--- config.mk ---
export PLATFORM = sky130hd
export DESIGN_NAME = stx_spi_slave_tx
export DESIGN_NICKNAME = d
export VERILOG_FILES = /design/src/rtl/stx_pkg.sv /design/src/rtl/stx_sclk_sync.sv /design/src/rtl/stx_hold_buf.sv /design/src/rtl/stx_shifter.sv /design/src/rtl/stx_spi_slave_tx.sv
export SDC_FILE = /design/constraint.sdc
export NUM_CORES = 1
export LEC_CHECK = 0
export BUFFER_PORTS_ARGS = -buffer_cell sky130_fd_sc_hd__buf_2
export CORE_MARGIN = 5
export CORE_UTILIZATION = 50
export DETAILED_ROUTE_END_ITERATION = 16
export GPL_TIMING_DRIVEN = 0
export PLACE_DENSITY_LB_ADDON = 0.1
export SETUP_SLACK_MARGIN = 0.02
export SLEW_MARGIN = 20
export SYNTH_ARGS = -nofsm -noshare
export SYNTH_HDL_FRONTEND = slang
export SYNTH_HIERARCHICAL = 1
export SYNTH_SLANG_ARGS = --single-unit
--- constraint.sdc ---
create_clock -name clk -period 2.65 [get_ports clk]
set_input_delay 0.53 -clock clk [delete_from_list [all_inputs] [get_ports clk]]
set_output_delay 0.53 -clock clk [all_outputs]
set_load 0.01 [all_outputs]
--- src/rtl/stx_pkg.sv ---
// Shared constants and types for the serial slave transmitter.
package stx_pkg;
    localparam int STX_MAX_BITS = 16;
    localparam int STX_MIN_BITS = 8;
    localparam int STX_CODE_W   = 4;
    localparam int STX_SYNC     = 2;

    // Shifter occupancy: idle, or a frame is being sent
    typedef enum logic {
        SH_IDLE = 1'b0,
        SH_RUN  = 1'b1
    } sh_state_t;
endpackage

--- src/rtl/stx_sclk_sync.sv ---
// Brings the asynchronous serial clock into the system domain and flags its
// edges. Assumes the system clock is at least 4x the serial clock, so that
// each serial clock level is seen for at least two system cycles.
module stx_sclk_sync #(
    parameter int STAGES = 2
) (
    input  logic clk,
    input  logic rst_n,
    input  logic sclk_async,
    output logic rise,
    output logic fall
);
    localparam int TOP = STAGES;

    logic [TOP:0] pipe;

    // Synchronizer chain plus one history stage for edge detection
    always_ff @(posedge clk) begin
        if (!rst_n) pipe <= '0;
        else        pipe <= {pipe[TOP-1:0], sclk_async};
    end

    // Edge flags from the last synchronized stage and its history
    always_comb begin
        rise = pipe[TOP-1] & ~pipe[TOP];
        fall = ~pipe[TOP-1] & pipe[TOP];
    end
endmodule

--- src/rtl/stx_hold_buf.sv ---
// Transmit holding register. It accepts one host word when empty and flags
// a write to a full register as an overrun. It is emptied by the shifter's
// take strobe. Disabling the block empties it and clears the overrun.
module stx_hold_buf #(
    parameter int DW = 16
) (
    input  logic          clk,
    input  logic          rst_n,
    input  logic          enable,
    input  logic          wr,
    input  logic [DW-1:0] wdata,
    input  logic          take,
    output logic          full,
    output logic [DW-1:0] data,
    output logic          ovr
);
    // Holding register fill, drain and overrun tracking
    always_ff @(posedge clk) begin
        if (!rst_n) begin
            full <= 1'b0;
            data <= '0;
            ovr  <= 1'b0;
        end else if (!enable) begin
            full <= 1'b0;
            ovr  <= 1'b0;
        end else begin
            if (take) full <= 1'b0;
            if (wr) begin
                if (full) begin
                    ovr <= 1'b1;
                end else begin
                    full <= 1'b1;
                    data <= wdata;
                end
            end
        end
    end

    assert_ovr_sticky_R7: assert property (@(posedge clk) disable iff (!rst_n)
        (enable && ovr) |=> ovr);
    assert_full_write_ignored_R7: assert property (@(posedge clk) disable iff (!rst_n)
        (enable && wr && full) |=> $stable(data));
    assert_disabled_empty_R8: assert property (@(posedge clk) disable iff (!rst_n)
        !enable |=> (!full && !ovr));
endmodule

--- src/rtl/stx_shifter.sv ---
// Frame shifter. It loads a word from the holding register when idle, or
// right at a frame boundary, and left-aligns it for the chosen length. It
// counts sampling (rising) edges and advances the data line on falling
// edges. The frame ends on the falling edge after the last sample.
// Assumes the master idles the clock low.
module stx_shifter
    import stx_pkg::*;
#(
    parameter int MAX_BITS = 16,
    parameter int MIN_BITS = 8,
    parameter int CODE_W   = 4
) (
    input  logic                clk,
    input  logic                rst_n,
    input  logic                enable,
    input  logic                rise,
    input  logic                fall,
    input  logic                hold_full,
    input  logic [MAX_BITS-1:0] hold_data,
    input  logic [CODE_W-1:0]   len_code,
    output logic                take,
    output logic                irq,
    output logic                active,
    output logic                sdo
);
    localparam int LEN_W = $clog2(MAX_BITS + 1);
    localparam int SPAN  = MAX_BITS - MIN_BITS;

    sh_state_t            st;
    logic [MAX_BITS-1:0]  sh;
    logic [LEN_W-1:0]     cnt;
    logic [LEN_W-1:0]     flen;
    logic [LEN_W-1:0]     new_len;
    logic [LEN_W-1:0]     shamt;
    logic                 at_end;

    // Length code decode with saturation at the maximum frame size
    always_comb begin
        if (int'(len_code) > SPAN) new_len = LEN_W'(MAX_BITS);
        else                       new_len = LEN_W'(MIN_BITS) + LEN_W'(len_code);
        shamt = LEN_W'(MAX_BITS) - new_len;
    end

    // Handoff decision: load when idle, or at the closing falling edge
    always_comb begin
        at_end = fall && (cnt == flen);
        take   = enable && hold_full && (st == SH_IDLE || at_end);
    end

    // Frame sequencing, bit counting and shifting
    always_ff @(posedge clk) begin
        if (!rst_n) begin
            st   <= SH_IDLE;
            sh   <= '0;
            cnt  <= '0;
            flen <= LEN_W'(MIN_BITS);
            irq  <= 1'b0;
        end else if (!enable) begin
            st  <= SH_IDLE;
            sh  <= '0;
            cnt <= '0;
            irq <= 1'b0;
        end else begin
            irq <= take;
            if (take) begin
                sh   <= hold_data << shamt;
                flen <= new_len;
                cnt  <= '0;
                st   <= SH_RUN;
            end else if (st == SH_RUN) begin
                if (rise && cnt < flen) begin
                    cnt <= cnt + LEN_W'(1);
                end else if (fall && cnt != '0) begin
                    if (cnt == flen) st <= SH_IDLE;
                    else             sh <= sh << 1;
                end
            end
        end
    end

    // Output stage
    always_comb begin
        active = (st == SH_RUN);
        sdo    = active & sh[MAX_BITS-1];
    end

    assert_count_bound_R6: assert property (@(posedge clk) disable iff (!rst_n)
        cnt <= flen);
    assert_len_range_R6: assert property (@(posedge clk) disable iff (!rst_n)
        active |-> (int'(flen) >= MIN_BITS && int'(flen) <= MAX_BITS));
endmodule

--- src/rtl/stx_spi_slave_tx.sv ---
// Double-buffered slave-mode serial transmitter. The host writes words into
// a holding register. The shifter sends them MSB first under an external
// serial clock, with back-to-back frames when a word is queued in time.
// Assumes the master samples on rising edges and clk >= 4x sclk.
module stx_spi_slave_tx
    import stx_pkg::*;
#(
    parameter int MAX_BITS    = STX_MAX_BITS,
    parameter int MIN_BITS    = STX_MIN_BITS,
    parameter int CODE_W      = STX_CODE_W,
    parameter int SYNC_STAGES = STX_SYNC
) (
    input  logic                clk,
    input  logic                rst_n,
    input  logic                pwr_on,
    input  logic                xmit_en,
    input  logic                hold_wr,
    input  logic [MAX_BITS-1:0] hold_wdata,
    input  logic [CODE_W-1:0]   len_sel,
    input  logic                sclk,
    output logic                sdout,
    output logic                busy,
    output logic                txe_irq,
    output logic                overrun
);
    logic                enable;
    logic                s_rise, s_fall;
    logic                hold_full, take, active;
    logic [MAX_BITS-1:0] hold_data;

    // Block is live only with both control bits set
    always_comb enable = pwr_on & xmit_en;

    stx_sclk_sync #(.STAGES(SYNC_STAGES)) u_sync (
        .clk(clk), .rst_n(rst_n), .sclk_async(sclk),
        .rise(s_rise), .fall(s_fall)
    );

    stx_hold_buf #(.DW(MAX_BITS)) u_hold (
        .clk(clk), .rst_n(rst_n), .enable(enable), .wr(hold_wr),
        .wdata(hold_wdata), .take(take), .full(hold_full),
        .data(hold_data), .ovr(overrun)
    );

    stx_shifter #(.MAX_BITS(MAX_BITS), .MIN_BITS(MIN_BITS), .CODE_W(CODE_W)) u_shift (
        .clk(clk), .rst_n(rst_n), .enable(enable), .rise(s_rise), .fall(s_fall),
        .hold_full(hold_full), .hold_data(hold_data), .len_code(len_sel),
        .take(take), .irq(txe_irq), .active(active), .sdo(sdout)
    );

    // Busy covers a frame in flight and a queued word
    always_comb busy = active | hold_full;

    assert_busy_on_write_R1: assert property (@(posedge clk) disable iff (!rst_n)
        (enable && hold_wr) |=> busy);
    assert_irq_single_R3: assert property (@(posedge clk) disable iff (!rst_n)
        txe_irq |=> !txe_irq);
    assert_irq_empties_R3: assert property (@(posedge clk) disable iff (!rst_n)
        txe_irq |-> !hold_full);
    assert_idle_line_R5: assert property (@(posedge clk) disable iff (!rst_n)
        !busy |-> !sdout);
    assert_off_idle_R8: assert property (@(posedge clk) disable iff (!rst_n)
        !enable |=> (!busy && !overrun && !txe_irq));
endmodule

### After elaboration in Yosys (flattened, before gate mapping)

Cells that the tools add are included.

* register bits after elaboration: 49

* add/subtract/negate cells: 3
* magnitude comparators: 2
* equal/unequal tests: 3
* shift-type cells: 1
* mux-type cells: 14
* bitwise operators: 11
* reduce and logical (&&, ||, !) cells: 16

Operators with widths (count)
* $mux 16: 5
* $shl 16x5->16: 1
* $mux 1: 8
* $reduce_and 2->1: 4
* $not 1->1: 6
* $add 4x4->5 const A: 1
* $add 5x1->5 const B: 1
* $eq 5x5->1: 1
* $logic_and 1x1->1: 5
* $lt 5x5->1: 1
* $mux 5: 1
* $reduce_bool 5->1: 1
* $sub 5x5->5 const A: 1
* $and 1x1->1: 4
* $gt 4x4->1 const B: 1
* $ne 2x2->1 const B: 2
* $reduce_and 4->1: 1
* $reduce_bool 2->1: 2
* $reduce_and 3->1: 1
* $reduce_or 3->1: 1
* $logic_or 1x1->1: 1
* $or 1x1->1: 1

### Logic depth before layout (Yosys ltp)

Gate-level depths: netlist (run 1).

* depth after elaboration: 8
* mapped depth: 12

### Cells and area by module

Netlist (run 1), hierarchy kept.

By module, submodules not included
* stx_shifter: instances 1, cells each 248, area each 2103.3 um^2
* stx_hold_buf: instances 1, cells each 78, area each 720.7 um^2
* stx_sclk_sync: instances 1, cells each 8, area each 91.3 um^2
* stx_spi_slave_tx: instances 1, cells each 2, area each 12.5 um^2

### Least setup slack after synthesis (run 1)

No wires, ideal clock.

* path kind: in2reg
* start: input len_sel[3]
* end: register u_shift.sh[13]
* library setup time: 0.122 ns
* arrival: 2.639 ns
* slack: -0.110 ns
* stages: 11
* path buffers: 4
* cell sequence: buf_6 -> nor2b_4 -> buf_6 -> inv_1 -> ha_1 -> buf_2 -> buf_2 -> mux4_2 -> a32o_1 -> o21ai_0 -> a21oi_1

* word-level cells in the longest chain between the ends: 5
* elaborated cells between the ends (all ways): 6

RTL lines
* start, declared: RTL line stx_spi_slave_tx.sv:19 `input logic [CODE_W-1:0] len_sel,`
* $add 4x4->5 / $gt 4x4->1 (equally long branches): RTL line stx_shifter.sv:40, stx_shifter.sv:39
* $mux 5 *: RTL line stx_shifter.sv:39 `if (int'(len_code) > SPAN) new_len = LEN_W'(MAX_BITS);`
* $sub 5x5->5 *: RTL line stx_shifter.sv:41 `shamt = LEN_W'(MAX_BITS) - new_len;`
* $shl 16x5->16 *: RTL line stx_shifter.sv:66 `sh <= hold_data << shamt;`
* $mux 16 *: RTL line stx_shifter.sv:65 `if (take) begin`
* end signal, assigned: RTL line stx_shifter.sv:66
* end signal, assigned: RTL line stx_shifter.sv:75 `else sh <= sh << 1;`
* end, declared: RTL line stx_shifter.sv:30 `logic [MAX_BITS-1:0] sh;`

Mark *: on every way between the ends. The rest lies on a longest branch, timed or not.
A chain may end at the register's enable or synchronous reset.

### Final worst setup path (run 1)

* start: input len_sel[0]
* end: register u_shift.sh[13]

The elaborated chain is that of the path after synthesis.

==> results of run 1 <==
power by group through the flow:
stage / logic, mW / registers [mW] / clock network, mW
floorplan: 0.144 / 0.773 / 0
global placement: 0.195 / 0.778 / 0
detailed placement: 0.195 / 0.778 / 0
CTS: 0.197 / 0.761 / 0.483
global route: 0.224 / 0.763 / 0.514
finish: 0.204 / 0.761 / 0.468
cells by family (layout without fill, tap and decap cells):
family,after synthesis,in the layout
flip-flops,49,49
XOR/XNOR,6,6
adder cells (fa/ha/maj),8,8
AND/OR/NAND/NOR,123,123
multiplexers,42,42
AO/OA/AOI/OAI,77,77
buffers and inverters,31,68
layer usage:
layer  share of wire  up-vias  GRT usage
li1                -     1267          -
met1            0.47     1166      0.258
met2            0.46       72      0.312
met3           0.053        9     0.0285
met4           0.013        0     0.0538
met5               0        -          0
repair_timing:
item	4_1_cts	5_1_grt
resized for setup	1	7
buffers inserted	0	1
setup endpoints to repair	1	11
pin swaps	0	1
metrics by stage:
stage / total power, mW / setup TNS (ns)
detailed placement: 0.973 / -1.97
global route: 1.50 / -0.0478
floorplan: 0.917 / 0
finish: 1.43 / 0
global placement: 0.972 / -2.07
CTS: 1.44 / 0
sequential cells by signal (all words and copies together) (netlist names):
| name | cells |
|---|---|
| u_hold/data | 16 |
| u_hold/full | 1 |
| u_hold/ovr | 1 |
| u_shift/active | 1 |
| u_shift/cnt | 5 |
| u_shift/flen | 5 |
| u_shift/irq | 1 |
| u_shift/sh | 16 |
| u_sync/pipe | 3 |
cells in the mapped netlist, types with 2 or more instances:
master / count / share of area
nor2b_1: 6 / 0.013
mux4_2: 12 / 0.092
o21ai_0: 33 / 0.056
buf_2: 6 / 0.010
nor3_1: 3 / 0.0051
xor2_1: 3 / 0.0090
inv_1: 12 / 0.015
buf_6: 3 / 0.012
and2_1: 7 / 0.015
xnor2_1: 3 / 0.0090
o21a_1: 3 / 0.0077
nand2_1: 58 / 0.074
nand4_1: 3 / 0.0064
clkbuf_1: 8 / 0.010
nor2_1: 23 / 0.029
a21o_1: 2 / 0.0051
ha_1: 8 / 0.034
a21oi_1: 15 / 0.026
a211oi_1: 3 / 0.0077
nand3_1: 6 / 0.010
or3_1: 3 / 0.0064
a31oi_1: 4 / 0.0085
mux2i_1: 28 / 0.096
mux2_2: 2 / 0.0077
o21ai_2: 2 / 0.0060
a32o_1: 2 / 0.0068
nand2b_1: 3 / 0.0064
dfxtp_1: 49 / 0.34
critical path, cell delays in order:
cell and delay (ns):
buf_2 0.13, nor2b_4 0.15, buf_6 0.13, inv_1 0.11
ha_1 0.30, buf_4 0.19, buf_6 0.17, mux4_2 0.52
a32o_1 0.23, o21ai_1 0.15, a21oi_1 0.09
worst min path at each step:
stage                                          from                        end  slack (ns)  cells after the start
final                                          sclk  u_sync/pipe[0]$_SDFF_PN0_        0.43                      2
after global routing                           sclk  u_sync/pipe[0]$_SDFF_PN0_        0.42                      2
after CTS                                      sclk  u_sync/pipe[0]$_SDFF_PN0_        0.42                      2
after detailed placement  u_sync/pipe[0]$_SDFF_PN0_  u_sync/pipe[1]$_SDFF_PN0_        0.42                      1
after global placement    u_sync/pipe[0]$_SDFF_PN0_  u_sync/pipe[1]$_SDFF_PN0_        0.41                      1
after floorplan           u_sync/pipe[0]$_SDFF_PN0_  u_sync/pipe[1]$_SDFF_PN0_        0.41                      1
area by class of cell:
class / instances / area share
Clock buffer: 6 / 0.0251
Multi-Input combinational cell: 256 / 0.547
Buffer: 19 / 0.0395
Sequential cell: 49 / 0.298
Tap cell: 72 / 0.0274
Clock inverter: 2 / 0.00418
Timing Repair Buffer: 29 / 0.0449
Inverter: 12 / 0.0137
==> flow_metrics.env, run 1 <==
export IMPL_path_clk_slew_ns=0.09
export IMPL_synthSimpleGateAreaFrac=0.201
export IMPL_ys_seq_area_frac=0.335
export IMPL_routed_wl_um=6720
export IMPL_synthCells=336
export IMPL_syn_area_per_cell_sq_um=8.71
export IMPL_pin_count=30
export IMPL_area_growth_pct=12.4
export IMPL_clkPwrFrac=0.327
export IMPL_reg2reg_from="u_shift/cnt[0]$_SDFFE_PP0P_"
export IMPL_ys_types=54
export IMPL_num_vias=2514
export IMPL_critPathCapture="u_shift/sh[13]$_SDFFE_PN0P_"
export IMPL_seqCellArea_sq_um=981
export IMPL_r2r_slack_ns=0.27
export IMPL_cts_made_buffers=5
export IMPL_ctsHoldBuffers=0
export IMPL_core_area_sq_um=5610
export IMPL_worst_path_max_fanout=10
export IMPL_instances_no_fill=445
export IMPL_endpoint_kind="register"
export IMPL_dieArea_sq_um=7490
export IMPL_cp_arrival_ns=2.72
export IMPL_portBuffers=28
export IMPL_synth_top_family_by_area="simple AND/OR/NAND/NOR gates"
export IMPL_synthXorXnorAreaFrac=0.0179
export IMPL_track_usage=0.189
export IMPL_grt_pass1_vias=2379
export IMPL_postPlaceCellArea_sq_um=3160
export IMPL_cp_required_ns=2.85
export IMPL_startpoint_type="primary input"
export IMPL_drc_errors=0
export IMPL_p_switching_mw=0.377
export IMPL_synth_mux_area_frac=0.196
export IMPL_grt_pass1_wl_um=11500
export IMPL_rsz0062_at_grt="true"
export IMPL_placed_cells=436
export IMPL_fin_crit_sh=0.950
export IMPL_synth_seq_cells=49
export IMPL_diodes=0
export IMPL_final_area_sq_um=3290
export IMPL_hp_class="in2reg"
export IMPL_fmax_mhz=397
export IMPL_seqPwrFrac=0.531
export IMPL_start_util=0.522
export IMPL_setup_viol=0
export IMPL_tightest_slew_ns=0.689
export IMPL_synth_edf_count=0
export IMPL_final_cell_mix="nand2_1, dfxtp_1, o21ai_0"
export IMPL_fin_ws_ns=0.132
export IMPL_vias_per_cell=5.65
export IMPL_finalHoldViolCount=0
export IMPL_fin_util=0.587
export IMPL_status="finished clean"
export IMPL_synthArstFlopShare=0
export IMPL_routedWlPerCell_um=15.1
export IMPL_ff2ff_path_depth=10
export IMPL_dp_slack_ns=-0.345
export IMPL_path_class="in2reg"
export IMPL_ant_nets=0
export IMPL_r2r_end="u_shift/sh[15]$_SDFFE_PN0P_"
export IMPL_drv_slew=0
export IMPL_nNetsFinal=406
export IMPL_synthesis_nets=370
export IMPL_netlist_area_sq_um=2930
export IMPL_firstDrtPassIters=4
export IMPL_die_x_um=86.5
export IMPL_cts_sinks=49
export IMPL_clk_path_buf_depth=2
export IMPL_p_per_area_nw_per_um2=436
export IMPL_max_slew_margin=0.537
export IMPL_die_y_um=86.5
export IMPL_irDropWorstVdd_mv=0.235
export IMPL_yosysWarnings=6
export IMPL_grt_max_degree=16
export IMPL_cts_tree="done"
export IMPL_comb_power_share=0.142
export IMPL_grt_ovfl_total=0
export IMPL_fin_crit_ns=2.52
export IMPL_p_leak_nw=1.25
export IMPL_synth_compound_area_frac=0.160
export IMPL_cts_htree_levels=2
export IMPL_clock_latency_ns=0.31
export IMPL_skew_ns=0.0117
export IMPL_antenna_found_initial=0
export IMPL_maxCapViolations=0
export IMPL_num_rows=27
export IMPL_switching_share=0.263
export IMPL_hpwlAfterDp_um=5170
export IMPL_place_congestion=0.912
export IMPL_final_common_cell="nand2_1"
export IMPL_hold_worst_slack_ns=0.432
export IMPL_synth_fa_ha_area_frac=0.0342
export IMPL_multi_input_area_sq_um=1800
export IMPL_fillers=543
export IMPL_p_int_mw=1.06
export IMPL_synth_ff_type="dfxtp_1"
export IMPL_drtIter0Drc=153
export IMPL_cts_root_buf="clkbuf_8"
export IMPL_drive_gt1_frac=0.196
export IMPL_startpoint="len_sel[0]"
(Power assumes the default switching activity.)
==> run 2, diff against run 1 <==
==> constraint.sdc (replaced) <==
create_clock -name clk -period 2.65 [get_ports clk]
set_input_delay 0.1325 -clock clk [delete_from_list [all_inputs] [get_ports clk]]
set_output_delay 0.1325 -clock clk [all_outputs]
set_load 0.01 [all_outputs]
==> run 2 against run 1 <==
Compared with the run above: first-iteration DRC count rose by 50%; via count fell by 0.44%; largest cell class unchanged; final cell count fell by 0.22%; clock skew fell by 0.0017 ns; combinational power fell by 4%; critical path depth did not move; core utilization fell by 0.29 points.
==> flow_metrics.env, run 2 (synthesized netlist as in run 1, its figures left out) <==
export IMPL_hold_worst_slack_ns=0.0292
export IMPL_area_growth_pct=11.8
export IMPL_grt_pass1_wl_um=11700
export IMPL_r2r_end="u_shift/sh[8]$_SDFFE_PN0P_"
export IMPL_startpoint="len_sel[0]"
export IMPL_firstDrtPassIters=5
export IMPL_cts_root_buf="clkbuf_8"
export IMPL_routed_wl_um=6870
export IMPL_maxCapViolations=0
export IMPL_skew_ns=0.0101
export IMPL_final_cell_mix="nand2_1, dfxtp_1, buf_2"
export IMPL_vias_per_cell=5.64
export IMPL_drtIter0Drc=229
export IMPL_die_y_um=86.5
export IMPL_dieArea_sq_um=7490
export IMPL_fillers=545
export IMPL_finalHoldViolCount=0
export IMPL_portBuffers=28
export IMPL_cts_made_buffers=5
export IMPL_clk_path_buf_depth=2
export IMPL_diodes=0
export IMPL_cts_tree="done"
export IMPL_postPlaceCellArea_sq_um=3160
export IMPL_cts_htree_levels=2
export IMPL_grt_pass1_vias=2366
export IMPL_hp_class="in2reg"
export IMPL_fin_util=0.584
export IMPL_start_util=0.522
export IMPL_critPathCapture="u_shift/sh[13]$_SDFFE_PN0P_"
export IMPL_fmax_mhz=415
export IMPL_clock_latency_ns=0.30
export IMPL_grt_max_degree=15
export IMPL_ctsHoldBuffers=0
export IMPL_fin_crit_sh=0.909
export IMPL_antenna_found_initial=0
export IMPL_routedWlPerCell_um=15.5
export IMPL_cts_sinks=49
export IMPL_drive_gt1_frac=0.180
export IMPL_place_congestion=0.913
export IMPL_drc_errors=0
export IMPL_cts_repair_resized=0
export IMPL_startpoint_type="primary input"
export IMPL_ant_nets=0
export IMPL_hpwlAfterDp_um=5230
export IMPL_pin_count=30
export IMPL_r2r_slack_ns=0.26
export IMPL_endpoint_kind="register"
export IMPL_irDropWorstVdd_mv=0.268
export IMPL_cp_arrival_ns=2.59
export IMPL_grt_ovfl_total=0
export IMPL_tightest_slew_ns=0.695
export IMPL_path_class="in2reg"
export IMPL_rsz0062_at_grt="false"
export IMPL_p_leak_nw=1.25
export IMPL_cp_required_ns=2.83
export IMPL_num_rows=27
export IMPL_core_area_sq_um=5610
export IMPL_total_power_mw=1.52
export IMPL_worst_path_max_fanout=10
export IMPL_max_slew_margin=0.533
export IMPL_path_clk_slew_ns=0.09
export IMPL_num_vias=2503
export IMPL_track_usage=0.193
export IMPL_final_area_sq_um=3270
export IMPL_final_common_cell="nand2_1"
export IMPL_reg2reg_from="u_shift/cnt[1]$_SDFFE_PP0P_"
export IMPL_status="finished clean"
export IMPL_top_regs="u_hold/data (16), u_shift/sh (16)"
export IMPL_fin_crit_ns=2.41
export IMPL_die_x_um=86.5
export IMPL_setup_viol=0
export IMPL_p_per_area_nw_per_um2=463
export IMPL_postCtsSetupRepairBufs=0
export IMPL_ff2ff_path_depth=9
export IMPL_nNetsFinal=405
export IMPL_drv_slew=0
run 2: cell count changes in the layout (fill, tap and decap cells not counted), sizes merged:
| cell | delta |
|---|---|
| clkinv | -2 |
| clkbuf | +1 |
| buf | -1 |
| bufinv | +1 |
run 2: power breakdown:
part | internal [mW] | switching, mW
combinational | 0.0891 | 0.106
clock | 0.308 | 0.252
sequential | 0.747 | 0.0130
run 2: worst max-delay path, cell delays in order:
cell and delay [ns]:
buf_2 0.13, nor2b_4 0.15, buf_6 0.13, inv_1 0.12, ha_1 0.31, buf_2 0.25, buf_2 0.30, mux4_2 0.54
a32o_1 0.22, o21ai_0 0.20, a21oi_1 0.11
run 2: worst min-delay path by stage:
stage | end | depth (start not counted) | slack (ns) | start
floorplan | u_shift/flen[3]$_SDFFE_PN1P_ | 1 | 0.19 | rst_n
global placement | u_sync/pipe[0]$_SDFF_PN0_ | 2 | 0.34 | sclk
detailed placement | u_sync/pipe[0]$_SDFF_PN0_ | 2 | 0.34 | sclk
CTS | u_sync/pipe[0]$_SDFF_PN0_ | 2 | 0.02 | sclk
global route | u_sync/pipe[0]$_SDFF_PN0_ | 2 | 0.02 | sclk
finish | u_sync/pipe[0]$_SDFF_PN0_ | 2 | 0.03 | sclk
run 2: final cells by class:
cell class	count	area (sq um)	share of cell area
plain buffers	19	119	0.0363
clock buffers	7	86.3	0.0264
clock inverters	1	30.0	0.00917
inverters	12	45.0	0.0138
multi-input cells	256	1780	0.545
flip-flops and latches	49	981	0.300
well taps	72	90.1	0.0275
repair buffers	28	140	0.0428
run 2: metrics by stage:
| stage | cells | TNS, ns | setup slack (ns) |
|---|---|---|---|
| floorplan | 336 | 0 | 0.287 |
| global placement | 436 | -0.0264 | -0.0264 |
| detailed placement | 436 | -0.0644 | -0.0644 |
| CTS | 444 | 0 | 0.249 |
| global route | 444 | 0 | 0.0533 |
| finish | 444 | 0 | 0.240 |
run 2: per-layer routing:
metal,part of all wire,vias up,track usage
met5,0,-,0
met4,0.0092,0,0.0397
met3,0.044,8,0.0314
met2,0.47,57,0.325
met1,0.48,1178,0.261
li1,-,1260,-
